===== src/rtl/fsr_pkg.sv =====
package fsr_pkg;
   localparam int STAT_W   = 8;
   localparam int BIT_BUSY = 7;
   localparam int BIT_XFER = 6;
   localparam int BIT_WEN  = 4;
   localparam int BIT_CMP  = 0;

   typedef struct packed {
      logic busy;
      logic xfer;
      logic wen;
   } fsr_flags_t;
endpackage


===== src/rtl/fsr_flag_ctrl.sv =====
module fsr_flag_ctrl
   import fsr_pkg::*;
(
   input  logic       clk,
   input  logic       rst_n,
   input  logic       cmd_wren,
   input  logic       cmd_wrdis,
   input  logic       wp_n,
   input  logic       prog_start,
   input  logic       prog_done,
   input  logic       xfer_start,
   input  logic       xfer_done,
   output fsr_flags_t flags
);
   logic prog_q, xfer_q, wen_q;

   always_ff @(posedge clk or negedge rst_n) begin
      if (!rst_n) begin
         prog_q <= 1'b0;
      end else if (prog_done) begin
         prog_q <= 1'b0;
      end else if (prog_start) begin
         prog_q <= 1'b1;
      end
   end

   always_ff @(posedge clk or negedge rst_n) begin
      if (!rst_n) begin
         xfer_q <= 1'b0;
      end else if (xfer_done) begin
         xfer_q <= 1'b0;
      end else if (xfer_start) begin
         xfer_q <= 1'b1;
      end
   end

   always_ff @(posedge clk or negedge rst_n) begin
      if (!rst_n) begin
         wen_q <= 1'b0;
      end else if (prog_done || cmd_wrdis) begin
         wen_q <= 1'b0;
      end else if (cmd_wren && wp_n) begin
         wen_q <= 1'b1;
      end
   end

   always_comb begin
      flags.busy = prog_q | xfer_q;
      flags.xfer = xfer_q;
      flags.wen  = wen_q;
   end
endmodule


===== src/rtl/fsr_range_decode.sv =====
module fsr_range_decode #(
   parameter int SECT_W  = 11,
   parameter int RANGE_W = 4
) (
   input  logic [RANGE_W-1:0] range_code,
   input  logic               upper,
   input  logic [SECT_W-1:0]  sector,
   output logic               locked
);
   localparam int STEP_SH = SECT_W - RANGE_W;
   localparam int NSTEP   = 1 << RANGE_W;
   localparam logic [RANGE_W-1:0] TOP_CODE = RANGE_W'(NSTEP - 1);

   generate
      if (RANGE_W < 1 || RANGE_W >= SECT_W) begin : g_bad_widths
         $error("fsr_range_decode: RANGE_W must be in 1..SECT_W-1");
      end
   endgenerate

   logic [SECT_W:0]  bound;
   logic [SECT_W:0]  sec_ext;
   logic [RANGE_W-1:0] steps;

   always_comb begin
      steps   = TOP_CODE - range_code;
      sec_ext = {1'b0, sector};
      if (range_code == '0) begin
         bound = (SECT_W+1)'(1) << SECT_W;
      end else begin
         bound = (SECT_W+1)'(steps) << STEP_SH;
      end
      locked = upper ? (sec_ext >= bound) : (sec_ext < bound);
   end
endmodule


===== src/rtl/flash_status_gate.sv =====
module flash_status_gate
   import fsr_pkg::*;
#(
   parameter int SECT_W  = 11,
   parameter int RANGE_W = 4
) (
   input  logic               clk,
   input  logic               rst_n,
   input  logic               cmd_wren,
   input  logic               cmd_wrdis,
   input  logic               wp_n,
   input  logic               prog_start,
   input  logic               prog_done,
   input  logic               xfer_start,
   input  logic               xfer_done,
   input  logic [RANGE_W-1:0] prot_range,
   input  logic               prot_upper,
   input  logic [SECT_W-1:0]  tgt_sector,
   output logic [7:0]         status,
   output logic               write_ok
);
   generate
      if (STAT_W != 8) begin : g_bad_stat
         $error("flash_status_gate: status byte must be 8 bits");
      end
   endgenerate

   fsr_flags_t flags;
   logic       locked;

   fsr_flag_ctrl u_flags (
      .clk        (clk),
      .rst_n      (rst_n),
      .cmd_wren   (cmd_wren),
      .cmd_wrdis  (cmd_wrdis),
      .wp_n       (wp_n),
      .prog_start (prog_start),
      .prog_done  (prog_done),
      .xfer_start (xfer_start),
      .xfer_done  (xfer_done),
      .flags      (flags)
   );

   fsr_range_decode #(
      .SECT_W  (SECT_W),
      .RANGE_W (RANGE_W)
   ) u_range (
      .range_code (prot_range),
      .upper      (prot_upper),
      .sector     (tgt_sector),
      .locked     (locked)
   );

   generate
      for (genvar i = 0; i < STAT_W; i++) begin : g_stat
         if (i == BIT_BUSY) begin : g_busy
            assign status[i] = flags.busy;
         end else if (i == BIT_XFER) begin : g_xfer
            assign status[i] = flags.xfer;
         end else if (i == BIT_WEN) begin : g_wen
            assign status[i] = flags.wen;
         end else begin : g_zero
            assign status[i] = 1'b0;
         end
      end
   endgenerate

   assign write_ok = flags.wen & ~flags.busy & ~locked;
endmodule


===== config.mk =====
export PLATFORM = sky130hd
export DESIGN_NAME = flash_status_gate
export DESIGN_NICKNAME = d
export VERILOG_FILES = /design/src/rtl/fsr_pkg.sv /design/src/rtl/fsr_flag_ctrl.sv /design/src/rtl/fsr_range_decode.sv /design/src/rtl/flash_status_gate.sv
export SDC_FILE = /design/constraint.sdc
export NUM_CORES = 1
export LEC_CHECK = 0
export ABC_AREA = 1
export CAP_MARGIN = 0
export CORE_AREA = 3 3 40 42
export DETAILED_ROUTE_END_ITERATION = 10
export DIE_AREA = 0 0 43 45
export PLACE_DENSITY = 0.78
export SYNTH_ARGS = -nofsm -noshare
export SYNTH_HDL_FRONTEND = slang
export SYNTH_HIERARCHICAL = 1
export SYNTH_SLANG_ARGS = --single-unit

===== constraint.sdc =====
create_clock -name clk -period 3.38 [get_ports clk]
set_input_delay 0.676 -clock clk [delete_from_list [all_inputs] [get_ports clk]]
set_output_delay 0.676 -clock clk [all_outputs]
set_load 0.01 [all_outputs]

# Word level (Yosys, flattened, before mapping)
# Cells that the tools add are included.
# op_classes
n_eq_ne	0
div	0
muxes	8
add_sub_neg	1
n_mul	0
n_bitwise	5
magnitude_cmp	2
reduce_logical	6
n_shift	0
# ops
cell	count
11-bit by 12-bit greater-or-equal comparator with 1-bit output	1
11-bit by 12-bit < comparator with 1-bit output	1
12-bit two-way mux	1
1-bit two-way mux	7
2-bit nonzero test	3
4-bit zero test	1
4-bit subtractor, first input constant	1
1-bit AND	2
1-bit inverter	2
1-bit logical AND	1
1-bit logical OR	1
1-bit bitwise OR	1
# totals
rom_bits	0
output_inout_bits	9
latch_bits	0
mem_bits_rw	0
mem_count	0
elab_cells	25
regBits	3

# Depth between registers and ports, before layout
# logic_depth
word_depth	6
mapped_depth	14
ltp_nobuf	14

# Hierarchy
# Netlist, hierarchy kept.
# modules_own_cells
mod	cells_per_inst	area_per_inst_um2	seq_area_each_um2	n_inst
fsr_range_decode	44	225.2	0.0	1
fsr_flag_ctrl	16	133.9	75.1	1
flash_status_gate	9	55.1	0.0	1

# Worst setup path after synthesis
# No wires, ideal clock.
# synth_path
path_type	input -> output
startpoint	input prot_range[1]
endpoint	output write_ok
arrival_ps	1891
path_slack_ps	813
required_ps	2704
cell_stages	13
n_path_buf	0
cell_sequence	nor2_2 nand2_2 inv_1 or2_1 ha_1 nand2_1 nor2_2 nand2_1 nand3_1 nand2_1 nor2_2 nor2_1 nor2_2
# synth_between
elab_chain_cells	6
# synth_rtl
element	line	source
start: declaration	flash_status_gate.sv:16	input logic [RANGE_W-1:0] prot_range,
4-bit subtractor / 4-bit zero test (equally long branches)	fsr_range_decode.sv:25, fsr_range_decode.sv:27	
12-bit two-way mux *	fsr_range_decode.sv:27	if (range_code == '0) begin
11-bit by 12-bit < comparator with 1-bit output / 11-bit by 12-bit greater-or-equal comparator with 1-bit output (equally long branches)	fsr_range_decode.sv:32	locked = upper ? (sec_ext >= bound) : (sec_ext < bound);
1-bit two-way mux *	fsr_range_decode.sv:32	
named net locked	flash_status_gate.sv:29	logic locked;
1-bit inverter *	flash_status_gate.sv:68	assign write_ok = flags.wen & ~flags.busy & ~locked;
1-bit AND *	flash_status_gate.sv:68	
end: declaration	flash_status_gate.sv:20	output logic write_ok
# Mark *: on every way through the listed nets, which the timed path passes. The rest lies on a longest branch.

# Worst setup path after layout
# layout_path
startpoint	input prot_range[2]
endpoint	output write_ok
# Same word-level chain as after synthesis.

==> run_results.csv <==
group,metric,value,unit
die,std_cell_rows,13,
route,via_per_inst,4.05,
clock_tree,cts_buffers,3,
timing,rsz0062_at_grt,"no",
placement,hpwl,802,um
synthesis,ys_ff_latch,3,
global_route,grt_usage,10.0,%
timing,finalCritPeriodShare,85.0,%
placement,gp_congestion,0.627,
final_layout,layoutNonFillerInstCount,115,
min_path,hold_path.class,"flop to flop",
final_layout,syn2layout_area_growth,81.0,%
route,wire_per_inst,8.29,um
synthesis,syn_area_per_cell,6.00,sq um
route,first_pass_iters,1,
global_route,grt_max_degree,5,
pwr,switching_share,27.8,%
die,core-area,0.00128,sq mm
route,wl,953,um
synthesis,ys_seq_area_share,18.1,%
setup_path,cp-end-kind,"output pin",
pwr,power,175,uW
timing,final.setup.tns,0,ns
final_layout,nNetsFinal,130,
pwr,intPower,127,uW
pwr,power_density,234,mW/mm^2
setup_path,path_max_fanout,4,
placement,io_buffers,28,
pwr,ir_drop,133,uV
die,die_w,43,um
synthesis,synthesis.area,414,sq um
global_route,grt_pass1_vias,429,
flow_run,drv_cap,0,
final_layout,final_layout_size_suffix_gt1_share,16.0,%
final_layout,diodes,0,
route,drtIter0Drc,0,
die,floorplan.io_pins,34,
timing,min_period,2.87,ns
clock_tree,clkLatencyLatePin,0.23,ns
pwr,power_frac_comb,41.7,%
setup_path,critPathRequiredTime,2.70,ns
clock_tree,clock_path_buffers,2,
synthesis,synthCells,69,
setup_path,cp_data_arrival_time,2.20,ns
setup_path,critPathKind,"primary input to output pin",
clock_tree,h-tree-depth,1,
setup_path,cp-start-kind,"primary input",
die,initial_core_util,32.2,%
placement,preCtsSetupSlack,-0.283,ns
clock_tree,cts_sinks,3,
global_route,grt_overflow,0,
pwr,seq_power_share,22.5,%
run_status,status,"finished, final reports clean",
route,vias,466,
timing,setup_viol_count_final,0,
route,drc,0,
pwr,p_sw,48.8,uW
global_route,antenna_found_initial,0,
clock_tree,clk_pin_slew,0.04,ns
timing,holdWs,0.503,ns
synthesis,synth_cell_types,12,
clock_tree,cts_tree,"yes",
pwr,clkPwrFrac,35.9,%
timing,hold_viol_final,0,
final_layout,fillers,127,
timing,max_freq,348,MHz
synthesis,ys_warn_count,6,
timing,final_max_slew_viol_count,0,
clock_tree,root_buffer,"clkbuf_4",
global_route,grt_pass1_wl,1.43,mm
die,die-area,0.00194,sq mm
pwr,p_leak,0.403,nW
placement,dp_cells,111,
timing,setup_slack,0.507,ns
timing,final.setup_skew,0,ns
die,die_h,45,um
route,drt.antenna.violating_nets,0,
critical path, stage by stage:
cell and delay, ns:
dlymetal6s2s_1 0.13, nor2_2 0.06, nand2_2 0.07, inv_2 0.05, or2_1 0.24, ha_4 0.29
nand2_1 0.06, nor2_2 0.11, nand2_1 0.06, nand3_1 0.06, nand2_1 0.06, nor2_2 0.07
nor2_1 0.05, nor2_2 0.08, buf_2 0.13
cell type report:
class	instances	area, sq um	share of cell area (%)
Clock buffer	4	26.3	3.51
Inverter	10	37.5	5.01
Multi-Input combinational cell	53	292	38.9
Sequential cell	3	75.1	10.0
Tap cell	15	18.8	2.50
Timing Repair Buffer	30	300	40.1
cell usage after synthesis (all sizes together):
cell / instances / area, sq um
a21oi: 1 / 5.00
buf: 7 / 52.6
conb: 1 / 3.75
dfrtp: 3 / 75.1
ha: 4 / 50.1
inv: 10 / 37.5
nand2: 18 / 70.1
nand3: 3 / 15.0
nor2: 18 / 80.1
or2: 4 / 25.0
path summary, 6_finish.rpt:
path                       cells past startpoint            from             end  slack, ns
max                                           15   prot_range[2]        write_ok       0.51
min                                            2  u_flags/xfer_q  u_flags/xfer_q       0.50
max reg2reg                                    4   u_flags/wen_q   u_flags/wen_q       2.70
min reg2reg                                    2  u_flags/xfer_q  u_flags/xfer_q       0.50
max in group asynchronous                      1           rst_n  u_flags/prog_q       2.61
min in group asynchronous                      1           rst_n  u_flags/xfer_q       0.63
registers in the layout (all words and copies together), names as in the netlist:
name,count
u_flags/prog_q,1
u_flags/wen_q,1
u_flags/xfer_q,1
power groups by stage:
stage                     Combinational (mW)  Sequential (mW)  Clock (mW)
after floorplan                       0.0372           0.0394           0
after global placement                0.0689           0.0398           0
after detailed placement              0.0702           0.0399           0
after CTS                             0.0704           0.0394      0.0677
after global routing                  0.0826           0.0396      0.0711
final                                 0.0731           0.0394      0.0629
logic make-up (layout without fill, tap and decap cells):
family          after synthesis  after routing  share of synthesized area [%]
compound gates                1              1                           1.21
fa+ha+maj                     4              4                           12.1
buf+inv                      17             44                           21.8
flops                         3              3                           18.1
other cells                   1              5                          0.905
simple gates                 43             43                           45.9
per-layer routing:
layer  wire (um)  GRT usage (%)  vias to the layer above  share of wire, %
met1         328           9.18                      192                34
met3          78           4.78                        0               8.2
li1            -              -                      254                 -
met2         546           19.2                       20                57
met4           0           3.61                        0                 0
met5           0              0                        -                 0
cell usage in the layout, fill, tap and decap left out:
cell / synthesis / routed
ha_4: 0 / 2
buf_4: 7 / 2
clkbuf_1: 0 / 1
or2_1: 4 / 3
nor2_1: 13 / 13
inv_1: 10 / 9
ha_1: 4 / 2
clkbuf_4: 0 / 3
nor2_2: 5 / 5
a21oi_1: 1 / 1
nand2_2: 1 / 1
conb_1: 1 / 5
buf_2: 0 / 1
dfrtp_1: 3 / 3
inv_2: 0 / 1
nand2_1: 17 / 17
dlymetal6s2s_1: 0 / 4
nand3_1: 3 / 3
clkdlybuf4s50_1: 0 / 23
or2_4: 0 / 1
metrics by stage:
| stage | area [sq um] | util [%] |
|---|---|---|
| 3_3_place_gp | 691 | 53.7 |
| 5_1_grt | 749 | 58.3 |
| 6_report | 749 | 58.3 |
| 4_1_cts | 717 | 55.8 |
| 3_5_place_dp | 691 | 53.7 |
| 2_1_floorplan | 429 | - |
timing repair:
action | in CTS | in global routing
pin swaps | 0 | 4
endpoints found under the hold margin | 0 | 0
hold buffers | 0 | 0
endpoints found under the setup margin | 1 | 1
resized for setup | 2 | 10
setup buffers | 0 | 0
Note: power is estimated with default switching activity, not from simulation.
